--- config.mk ---
export PLATFORM = sky130hd
export DESIGN_NAME = flash_cmd_decoder
export DESIGN_NICKNAME = d
export VERILOG_FILES = /design/src/rtl/flash_cmd_pkg.sv /design/src/rtl/flash_op_timer.sv /design/src/rtl/flash_sector_set.sv /design/src/rtl/flash_seq_fsm.sv /design/src/rtl/flash_cmd_decoder.sv
export SDC_FILE = /design/constraint.sdc
export NUM_CORES = 1
export LEC_CHECK = 0
export CELL_PAD_IN_SITES_DETAIL_PLACEMENT = 0
export CELL_PAD_IN_SITES_GLOBAL_PLACEMENT = 2
export CORE_UTILIZATION = 33
export DETAILED_ROUTE_END_ITERATION = 7
export DONT_BUFFER_PORTS = 1
export GPL_ROUTABILITY_DRIVEN = 0
export PLACE_DENSITY_LB_ADDON = 0.1
export SYNTH_ARGS = -nofsm -noshare
export SYNTH_HDL_FRONTEND = slang
export SYNTH_HIERARCHICAL = 1
export SYNTH_SLANG_ARGS = --single-unit
--- constraint.sdc ---
create_clock -name clk -period 2.3 [get_ports clk]
set_input_delay 0.23 -clock clk [delete_from_list [all_inputs] [get_ports clk]]
set_output_delay 0.23 -clock clk [all_outputs]
set_load 0.1 [all_outputs]
--- src/rtl/flash_cmd_pkg.sv ---
package flash_cmd_pkg;

  typedef enum logic [3:0] {
    ST_READ, ST_U1, ST_U2, ST_SETUP, ST_E1, ST_E2,
    ST_WINDOW, ST_ERASE,
    ST_BYP, ST_BYP_ERS, ST_BYP_PRG, ST_BYP_EXIT
  } seq_state_t;

  localparam logic [10:0] ADR_A = 11'h555;
  localparam logic [10:0] ADR_B = 11'h2AA;

  localparam logic [7:0] CMD_KEY1    = 8'hAA;
  localparam logic [7:0] CMD_KEY2    = 8'h55;
  localparam logic [7:0] CMD_SETUP   = 8'h80;
  localparam logic [7:0] CMD_CHIP    = 8'h10;
  localparam logic [7:0] CMD_SECTOR  = 8'h30;
  localparam logic [7:0] CMD_BYPASS  = 8'h20;
  localparam logic [7:0] CMD_PROGRAM = 8'hA0;
  localparam logic [7:0] CMD_EXIT1   = 8'h90;
  localparam logic [7:0] CMD_EXIT2   = 8'h00;

  function automatic logic bus_hit(input logic [10:0] a, input logic [7:0] d,
                                   input logic [10:0] ea, input logic [7:0] ed);
    return (a == ea) && (d == ed);
  endfunction

  function automatic logic in_read_mode(input seq_state_t s);
    return (s == ST_READ) || (s == ST_U1) || (s == ST_U2) ||
           (s == ST_SETUP) || (s == ST_E1) || (s == ST_E2);
  endfunction

endpackage

--- src/rtl/flash_op_timer.sv ---
module flash_op_timer #(
  parameter int TMR_W = 5
) (
  input  logic             clk,
  input  logic             rst_n,
  input  logic             load,
  input  logic [TMR_W-1:0] load_val,
  input  logic             run,
  output logic             done
);
  logic [TMR_W-1:0] cnt;

  always_ff @(posedge clk) begin
    if (!rst_n)                    cnt <= '0;
    else if (load)                 cnt <= load_val;
    else if (run && cnt != '0)     cnt <= cnt - TMR_W'(1);
  end

  assign done = run && (cnt == '0);

  // a load sets the countdown to the requested length
  a_r4_timer_load: assert property (@(posedge clk) disable iff (!rst_n)
    load |=> cnt == $past(load_val));
  // a running, non-zero countdown steps down by one
  a_r2_timer_step: assert property (@(posedge clk) disable iff (!rst_n)
    (run && !load && cnt != '0) |=> cnt == $past(cnt) - TMR_W'(1));
endmodule

--- src/rtl/flash_sector_set.sv ---
module flash_sector_set #(
  parameter int NUM_SECT = 16,
  localparam int SECT_W = $clog2(NUM_SECT)
) (
  input  logic                clk,
  input  logic                rst_n,
  input  logic                add,
  input  logic [SECT_W-1:0]   add_idx,
  input  logic                clr,
  output logic [NUM_SECT-1:0] bits
);
  for (genvar i = 0; i < NUM_SECT; i++) begin : g_bit
    always_ff @(posedge clk) begin
      if (!rst_n || clr)                       bits[i] <= 1'b0;
      else if (add && add_idx == SECT_W'(i))   bits[i] <= 1'b1;
    end
  end

  // without a clear, queued sectors are never dropped
  a_r4_set_grows: assert property (@(posedge clk) disable iff (!rst_n)
    !clr |=> (bits & $past(bits)) == $past(bits));
  // a clear empties the set
  a_r5_set_clears: assert property (@(posedge clk) disable iff (!rst_n)
    clr |=> bits == '0);
endmodule

--- src/rtl/flash_seq_fsm.sv ---
module flash_seq_fsm
  import flash_cmd_pkg::*;
(
  input  logic        clk,
  input  logic        rst_n,
  input  logic        wr_en,
  input  logic [10:0] lo_addr,
  input  logic [7:0]  wr_data,
  input  logic        accel,
  input  logic        tmr_done,
  output seq_state_t  state,
  output logic        ev_chip_cmd,
  output logic        ev_sector_cmd,
  output logic        ev_window_expire,
  output logic        ev_window_abort,
  output logic        ev_erase_done,
  output logic        chip_q
);
  seq_state_t nxt;

  assign ev_sector_cmd    = wr_en && wr_data == CMD_SECTOR &&
                            (state == ST_E2 || state == ST_WINDOW);
  assign ev_chip_cmd      = wr_en &&
                            ((state == ST_E2 && bus_hit(lo_addr, wr_data, ADR_A, CMD_CHIP)) ||
                             (state == ST_BYP_ERS && wr_data == CMD_CHIP));
  assign ev_window_expire = state == ST_WINDOW && !wr_en && tmr_done;
  assign ev_window_abort  = state == ST_WINDOW && wr_en && wr_data != CMD_SECTOR;
  assign ev_erase_done    = state == ST_ERASE && tmr_done;

  always_comb begin
    nxt = state;
    case (state)
      ST_READ:
        if (accel) nxt = ST_BYP;
        else if (wr_en) nxt = bus_hit(lo_addr, wr_data, ADR_A, CMD_KEY1) ? ST_U1 : ST_READ;
      ST_U1:
        if (wr_en) nxt = bus_hit(lo_addr, wr_data, ADR_B, CMD_KEY2) ? ST_U2 : ST_READ;
      ST_U2:
        if (wr_en) begin
          if (bus_hit(lo_addr, wr_data, ADR_A, CMD_SETUP))       nxt = ST_SETUP;
          else if (bus_hit(lo_addr, wr_data, ADR_A, CMD_BYPASS)) nxt = ST_BYP;
          else                                                   nxt = ST_READ;
        end
      ST_SETUP:
        if (wr_en) nxt = bus_hit(lo_addr, wr_data, ADR_A, CMD_KEY1) ? ST_E1 : ST_READ;
      ST_E1:
        if (wr_en) nxt = bus_hit(lo_addr, wr_data, ADR_B, CMD_KEY2) ? ST_E2 : ST_READ;
      ST_E2:
        if (wr_en) nxt = ev_chip_cmd ? ST_ERASE : (ev_sector_cmd ? ST_WINDOW : ST_READ);
      ST_WINDOW:
        if (wr_en) nxt = ev_sector_cmd ? ST_WINDOW : ST_READ;
        else if (tmr_done) nxt = ST_ERASE;
      ST_ERASE:
        if (tmr_done) nxt = ST_READ;
      ST_BYP:
        if (wr_en) begin
          case (wr_data)
            CMD_SETUP:   nxt = ST_BYP_ERS;
            CMD_PROGRAM: nxt = ST_BYP_PRG;
            CMD_EXIT1:   nxt = ST_BYP_EXIT;
            default:     nxt = ST_BYP;
          endcase
        end
      ST_BYP_ERS:
        if (wr_en) nxt = ev_chip_cmd ? ST_ERASE : ST_BYP;
      ST_BYP_PRG:
        if (wr_en) nxt = ST_BYP;
      ST_BYP_EXIT:
        if (wr_en) nxt = (wr_data == CMD_EXIT2) ? ST_READ : ST_BYP;
      default: nxt = ST_READ;
    endcase
  end

  always_ff @(posedge clk) begin
    if (!rst_n) begin
      state  <= ST_READ;
      chip_q <= 1'b0;
    end else begin
      state <= nxt;
      if (ev_chip_cmd)        chip_q <= 1'b1;
      else if (ev_erase_done) chip_q <= 1'b0;
    end
  end

  // writes cannot end or alter a running erase
  a_r7_erase_holds: assert property (@(posedge clk) disable iff (!rst_n)
    (state == ST_ERASE && !tmr_done) |=> state == ST_ERASE);
  // a quiet, expired window starts the erase
  a_r4_window_to_erase: assert property (@(posedge clk) disable iff (!rst_n)
    ev_window_expire |=> state == ST_ERASE);
  // a foreign write in the window returns to read mode
  a_r5_abort_to_read: assert property (@(posedge clk) disable iff (!rst_n)
    ev_window_abort |=> state == ST_READ);
  // accelerate pin from idle read mode enters the shortened mode
  a_r11_accel_bypass: assert property (@(posedge clk) disable iff (!rst_n)
    (state == ST_READ && accel) |=> state == ST_BYP);
  // the program word returns to the shortened mode
  a_r12_prog_returns: assert property (@(posedge clk) disable iff (!rst_n)
    (state == ST_BYP_PRG && wr_en) |=> state == ST_BYP);
endmodule

--- src/rtl/flash_cmd_decoder.sv ---
module flash_cmd_decoder
  import flash_cmd_pkg::*;
#(
  parameter int ADDR_W        = 12,
  parameter int NUM_SECT      = 16,
  parameter int ERASE_CYCLES  = 20,
  parameter int WINDOW_CYCLES = 8
) (
  input  logic                clk,
  input  logic                rst_n,
  input  logic                wr_en,
  input  logic [ADDR_W-1:0]   wr_addr,
  input  logic [7:0]          wr_data,
  input  logic                accel,
  output logic                busy,
  output logic                read_mode,
  output logic [NUM_SECT-1:0] sector_sel,
  output logic                chip_erase_req
);
  localparam int SECT_W  = $clog2(NUM_SECT);
  localparam int MAX_CYC = (ERASE_CYCLES > WINDOW_CYCLES) ? ERASE_CYCLES : WINDOW_CYCLES;
  localparam int TMR_W   = $clog2(MAX_CYC + 1);

  seq_state_t        state;
  logic              ev_chip_cmd, ev_sector_cmd, ev_window_expire;
  logic              ev_window_abort, ev_erase_done, chip_q, tmr_done;
  logic              tmr_load, tmr_run;
  logic [TMR_W-1:0]  tmr_val;
  logic [SECT_W-1:0] sect_idx;

  assign sect_idx = wr_addr[ADDR_W-1 -: SECT_W];

  flash_seq_fsm u_fsm (
    .clk(clk), .rst_n(rst_n), .wr_en(wr_en), .lo_addr(wr_addr[10:0]),
    .wr_data(wr_data), .accel(accel), .tmr_done(tmr_done), .state(state),
    .ev_chip_cmd(ev_chip_cmd), .ev_sector_cmd(ev_sector_cmd),
    .ev_window_expire(ev_window_expire), .ev_window_abort(ev_window_abort),
    .ev_erase_done(ev_erase_done), .chip_q(chip_q)
  );

  assign tmr_load = ev_chip_cmd || ev_sector_cmd || ev_window_expire;
  assign tmr_val  = ev_sector_cmd ? TMR_W'(WINDOW_CYCLES - 1) : TMR_W'(ERASE_CYCLES - 1);
  assign tmr_run  = (state == ST_WINDOW) || (state == ST_ERASE);

  flash_op_timer #(.TMR_W(TMR_W)) u_tmr (
    .clk(clk), .rst_n(rst_n), .load(tmr_load), .load_val(tmr_val),
    .run(tmr_run), .done(tmr_done)
  );

  flash_sector_set #(.NUM_SECT(NUM_SECT)) u_set (
    .clk(clk), .rst_n(rst_n), .add(ev_sector_cmd), .add_idx(sect_idx),
    .clr(ev_window_abort || ev_erase_done), .bits(sector_sel)
  );

  assign busy           = (state == ST_ERASE);
  assign chip_erase_req = busy && chip_q;
  assign read_mode      = in_read_mode(state);

  // a completed erase leaves the bank idle in read mode
  a_r8_done_read: assert property (@(posedge clk) disable iff (!rst_n)
    ev_erase_done |=> (read_mode && !busy && sector_sel == '0));
  // a chip erase start raises busy with the chip flag
  a_r2_chip_start: assert property (@(posedge clk) disable iff (!rst_n)
    ev_chip_cmd |=> (busy && chip_erase_req && sector_sel == '0));
endmodule

==> results.json <==
{
  "hold_depth": 1,
  "synth.distinct_cells": 57,
  "pwr-share-seq": 0.485,
  "placed_area_um2": 1960,
  "p_leak_nw": 0.707,
  "cts.clk_slew.worst_paths_ps": 90,
  "hold_buffers": 0,
  "dieArea_um2": 5370,
  "grt_pass1_wl_um": 7990,
  "coreArea_um2": 4820,
  "cts_setup_buffers": 0,
  "wire_per_inst_um": 16.7,
  "hpwlAfterDp_um": 3720,
  "cts_tree": "built",
  "ys_top_cells_by_area": "dfxtp_1 (31%), o2bb2ai_1 (9.4%), nand4b_1 (3.7%), a21oi_1 (2.7%), nand3_1 (2.7%)",
  "fin_area_um2": 2060,
  "outcome": "finished clean",
  "rows": 25,
  "worstSetupStartpoint": "u_tmr/cnt[0]$_SDFFE_PN0P_",
  "power_density_nw_per_um2": 454,
  "cts_buffer_depth": 2,
  "min_path_type": "input port to register",
  "grt_overflow": 0,
  "initial_core_util": 0.348,
  "ys_seq_area_frac": 0.311,
  "drt_iter0_markers": 84,
  "ios": 43,
  "ys_seq_elements": 26,
  "dp_cells": 285,
  "cp.depth": 10,
  "antenna_found_initial": 0,
  "synth_area_um2": 1680,
  "drtPass1Iterations": 4,
  "ir_worst_vdd_mv": 0.357,
  "r2r_start": "u_tmr/cnt[0]$_SDFFE_PN0P_",
  "syn2layout_area_growth_pct": 22.7,
  "grt_pass1_vias": 1653,
  "cts_resized": 0,
  "critical_path.max_fanout": 5,
  "netSwitchingFraction": 0.226,
  "period_share": 0.957,
  "n_antenna_cell": 0,
  "cap_violations": 0,
  "skew_ps": 2.11,
  "yosysWarnings": 6,
  "setup_viol": 0,
  "wirelength_um": 4840,
  "cts.sinks": 26,
  "rsz0062_at_grt": "no",
  "drive_gt1_frac": 0.248,
  "clk-insertion-delay-late_ps": 270,
  "async_flop_share": 0,
  "port_buffers": 0,
  "grt_max_degree": 18,
  "switching_power_mw": 0.211,
  "fp.dieH_um": 73.3,
  "slew_violations": 0,
  "required_ps": 2500,
  "synth-edff-count": 0,
  "path_cells": "inv_1 -> ha_1 -> nand2_2 -> nor4_4 -> buf_4 -> inv_1 -> nor3_1 -> or2_2 -> or4b_4 -> o2bb2ai_2",
  "root_buffer": "clkbuf_8",
  "syn_area_per_cell_um2": 8.42,
  "worstSetupPathType": "register to register",
  "clock.fmax_mhz": 454,
  "cp.arrival_ps": 2410,
  "track_usage": 0.192,
  "crit_slowest_cell": "or4b_4",
  "hold_path_startpoint": "rst_n",
  "syn-instance-count": 199,
  "clkPwrFrac": 0.411,
  "num_vias": 1652,
  "cts_buffers": 3,
  "htree_levels": 1,
  "cp-end-kind": "register",
  "intPower_mw": 0.722,
  "holdWs_ps": 76.5,
  "final_cells": 289,
  "start_kind": "register",
  "max_stage_delay_ps": 530,
  "pwr-share-comb": 0.103,
  "fin_nets": 248,
  "timing.final.hold_violations": 0,
  "fp.dieW_um": 73.3,
  "antenna_left": 0,
  "fin_crit_ps": 2200,
  "n_fill_cell": 515,
  "yosys.area.top_type_share": 0.311,
  "cp_common_cell": "inv_1",
  "yosys_most_used_dff": "dfxtp_1",
  "cp_top_family": "simple AND/OR/NAND/NOR gates",
  "reg2reg_depth": 10,
  "drc": 0,
  "synth_area_leader_cell": "dfxtp_1",
  "worst-path-buf-inv": 3,
  "vias_per_cell": 5.72
}
## registers in the layout, summed over array words and instances, names as in the netlist
signal and flops:
u_fsm/chip_q 1, u_fsm/state 4, u_set/bits 16, u_tmr/cnt 5
## kinds of logic (layout without fill, tap and decap cells)
logic type,after synthesis,count (layout),synth area share
and+or+nand+nor,93,93,0.360
AOI/OAI and AO/OA,53,53,0.251
DFF,26,26,0.311
buffers and inverters,21,43,0.0493
other,2,3,0.00448
xor gates and xnor gates,2,2,0.0105
adders and majority gates,1,1,0.00747
muxes,1,1,0.00672
## cells in the final DEF, fill, tap and decap left out, types with 3 or more instances in the layout
master / instances
nor2_1: 10
nand4b_1: 7
inv_1: 10
o2bb2ai_1: 16
dfxtp_1: 26
or3_1: 4
o21ai_0: 4
nand4_1: 7
conb_1: 3
nand2_1: 10
nor3_1: 6
a21oi_1: 8
or4_1: 3
or2_2: 5
nand2b_1: 4
clkbuf_8: 3
nand3_1: 9
buf_4: 28
o31a_1: 3
nor4_1: 3
## metrics by stage
step	setup TNS [ps]	total power, mW	setup WS, ps	utilization
finish	0	0.934	99.2	0.427
global placement	0	0.557	53.0	0.407
global route	0	0.962	7.06	0.427
detailed placement	-4.86	0.558	-4.86	0.407
floorplan	0	0.540	0.259	-
CTS	0	0.942	35.7	0.422
## cell usage after synthesis (all sizes together) (2+ instances only)
cell type,instances
a21oi,9
o21a,2
inv,10
a31o,2
or4bb,2
or4,4
nor4,4
nand4bb,2
or2,5
nand3,9
nand4,7
o21ai,4
nand2b,4
a41oi,2
nand2,11
o31a,3
nand3b,2
clkbuf,9
nor4bb,2
or3,5
nor2,10
dfxtp,26
o2bb2ai,18
o311ai,2
nor2b,2
nand4b,7
or4b,3
nor3,6
a2111o,2
conb,2
buf,2
## layer usage
| metal | vias up | share of wire | GRT usage |
|---|---|---|---|
| li1 | 813 | - | - |
| met1 | 798 | 0.44 | 0.234 |
| met2 | 37 | 0.51 | 0.344 |
| met3 | 4 | 0.047 | 0.0357 |
| met4 | 0 | 0.0091 | 0.0523 |
| met5 | - | 0 | 0 |
## layout make-up
class | instances | area, um^2 | share of cell area
clock buffer | 3 | 41.3 | 0.0201
clock inverter | 1 | 30.0 | 0.0146
inverter | 10 | 37.5 | 0.0183
multi-input combinational | 153 | 1110 | 0.541
sequential | 26 | 520 | 0.253
tap | 67 | 83.8 | 0.0408
timing repair buffer | 29 | 230 | 0.112
## worst paths after layout
| path | endpoint | slack [ps] |
|---|---|---|
| setup / recovery | u_set/bits[1]$_SDFFE_PP0P_ | 100 |
| hold / removal | u_fsm/chip_q$_SDFFE_PN0P_ | 80 |
| setup reg to reg | u_set/bits[1]$_SDFFE_PP0P_ | 100 |
| hold reg to reg | u_set/bits[6]$_SDFFE_PP0P_ | 470 |
## power groups by stage
stage | clock [mW] | combinational [mW] | sequential (mW)
finish | 0.384 | 0.0965 | 0.453
global route | 0.405 | 0.104 | 0.453
CTS | 0.393 | 0.0954 | 0.453
detailed placement | 0 | 0.0949 | 0.464
global placement | 0 | 0.0935 | 0.463
floorplan | 0 | 0.0759 | 0.464
(Power assumes the default switching activity.)
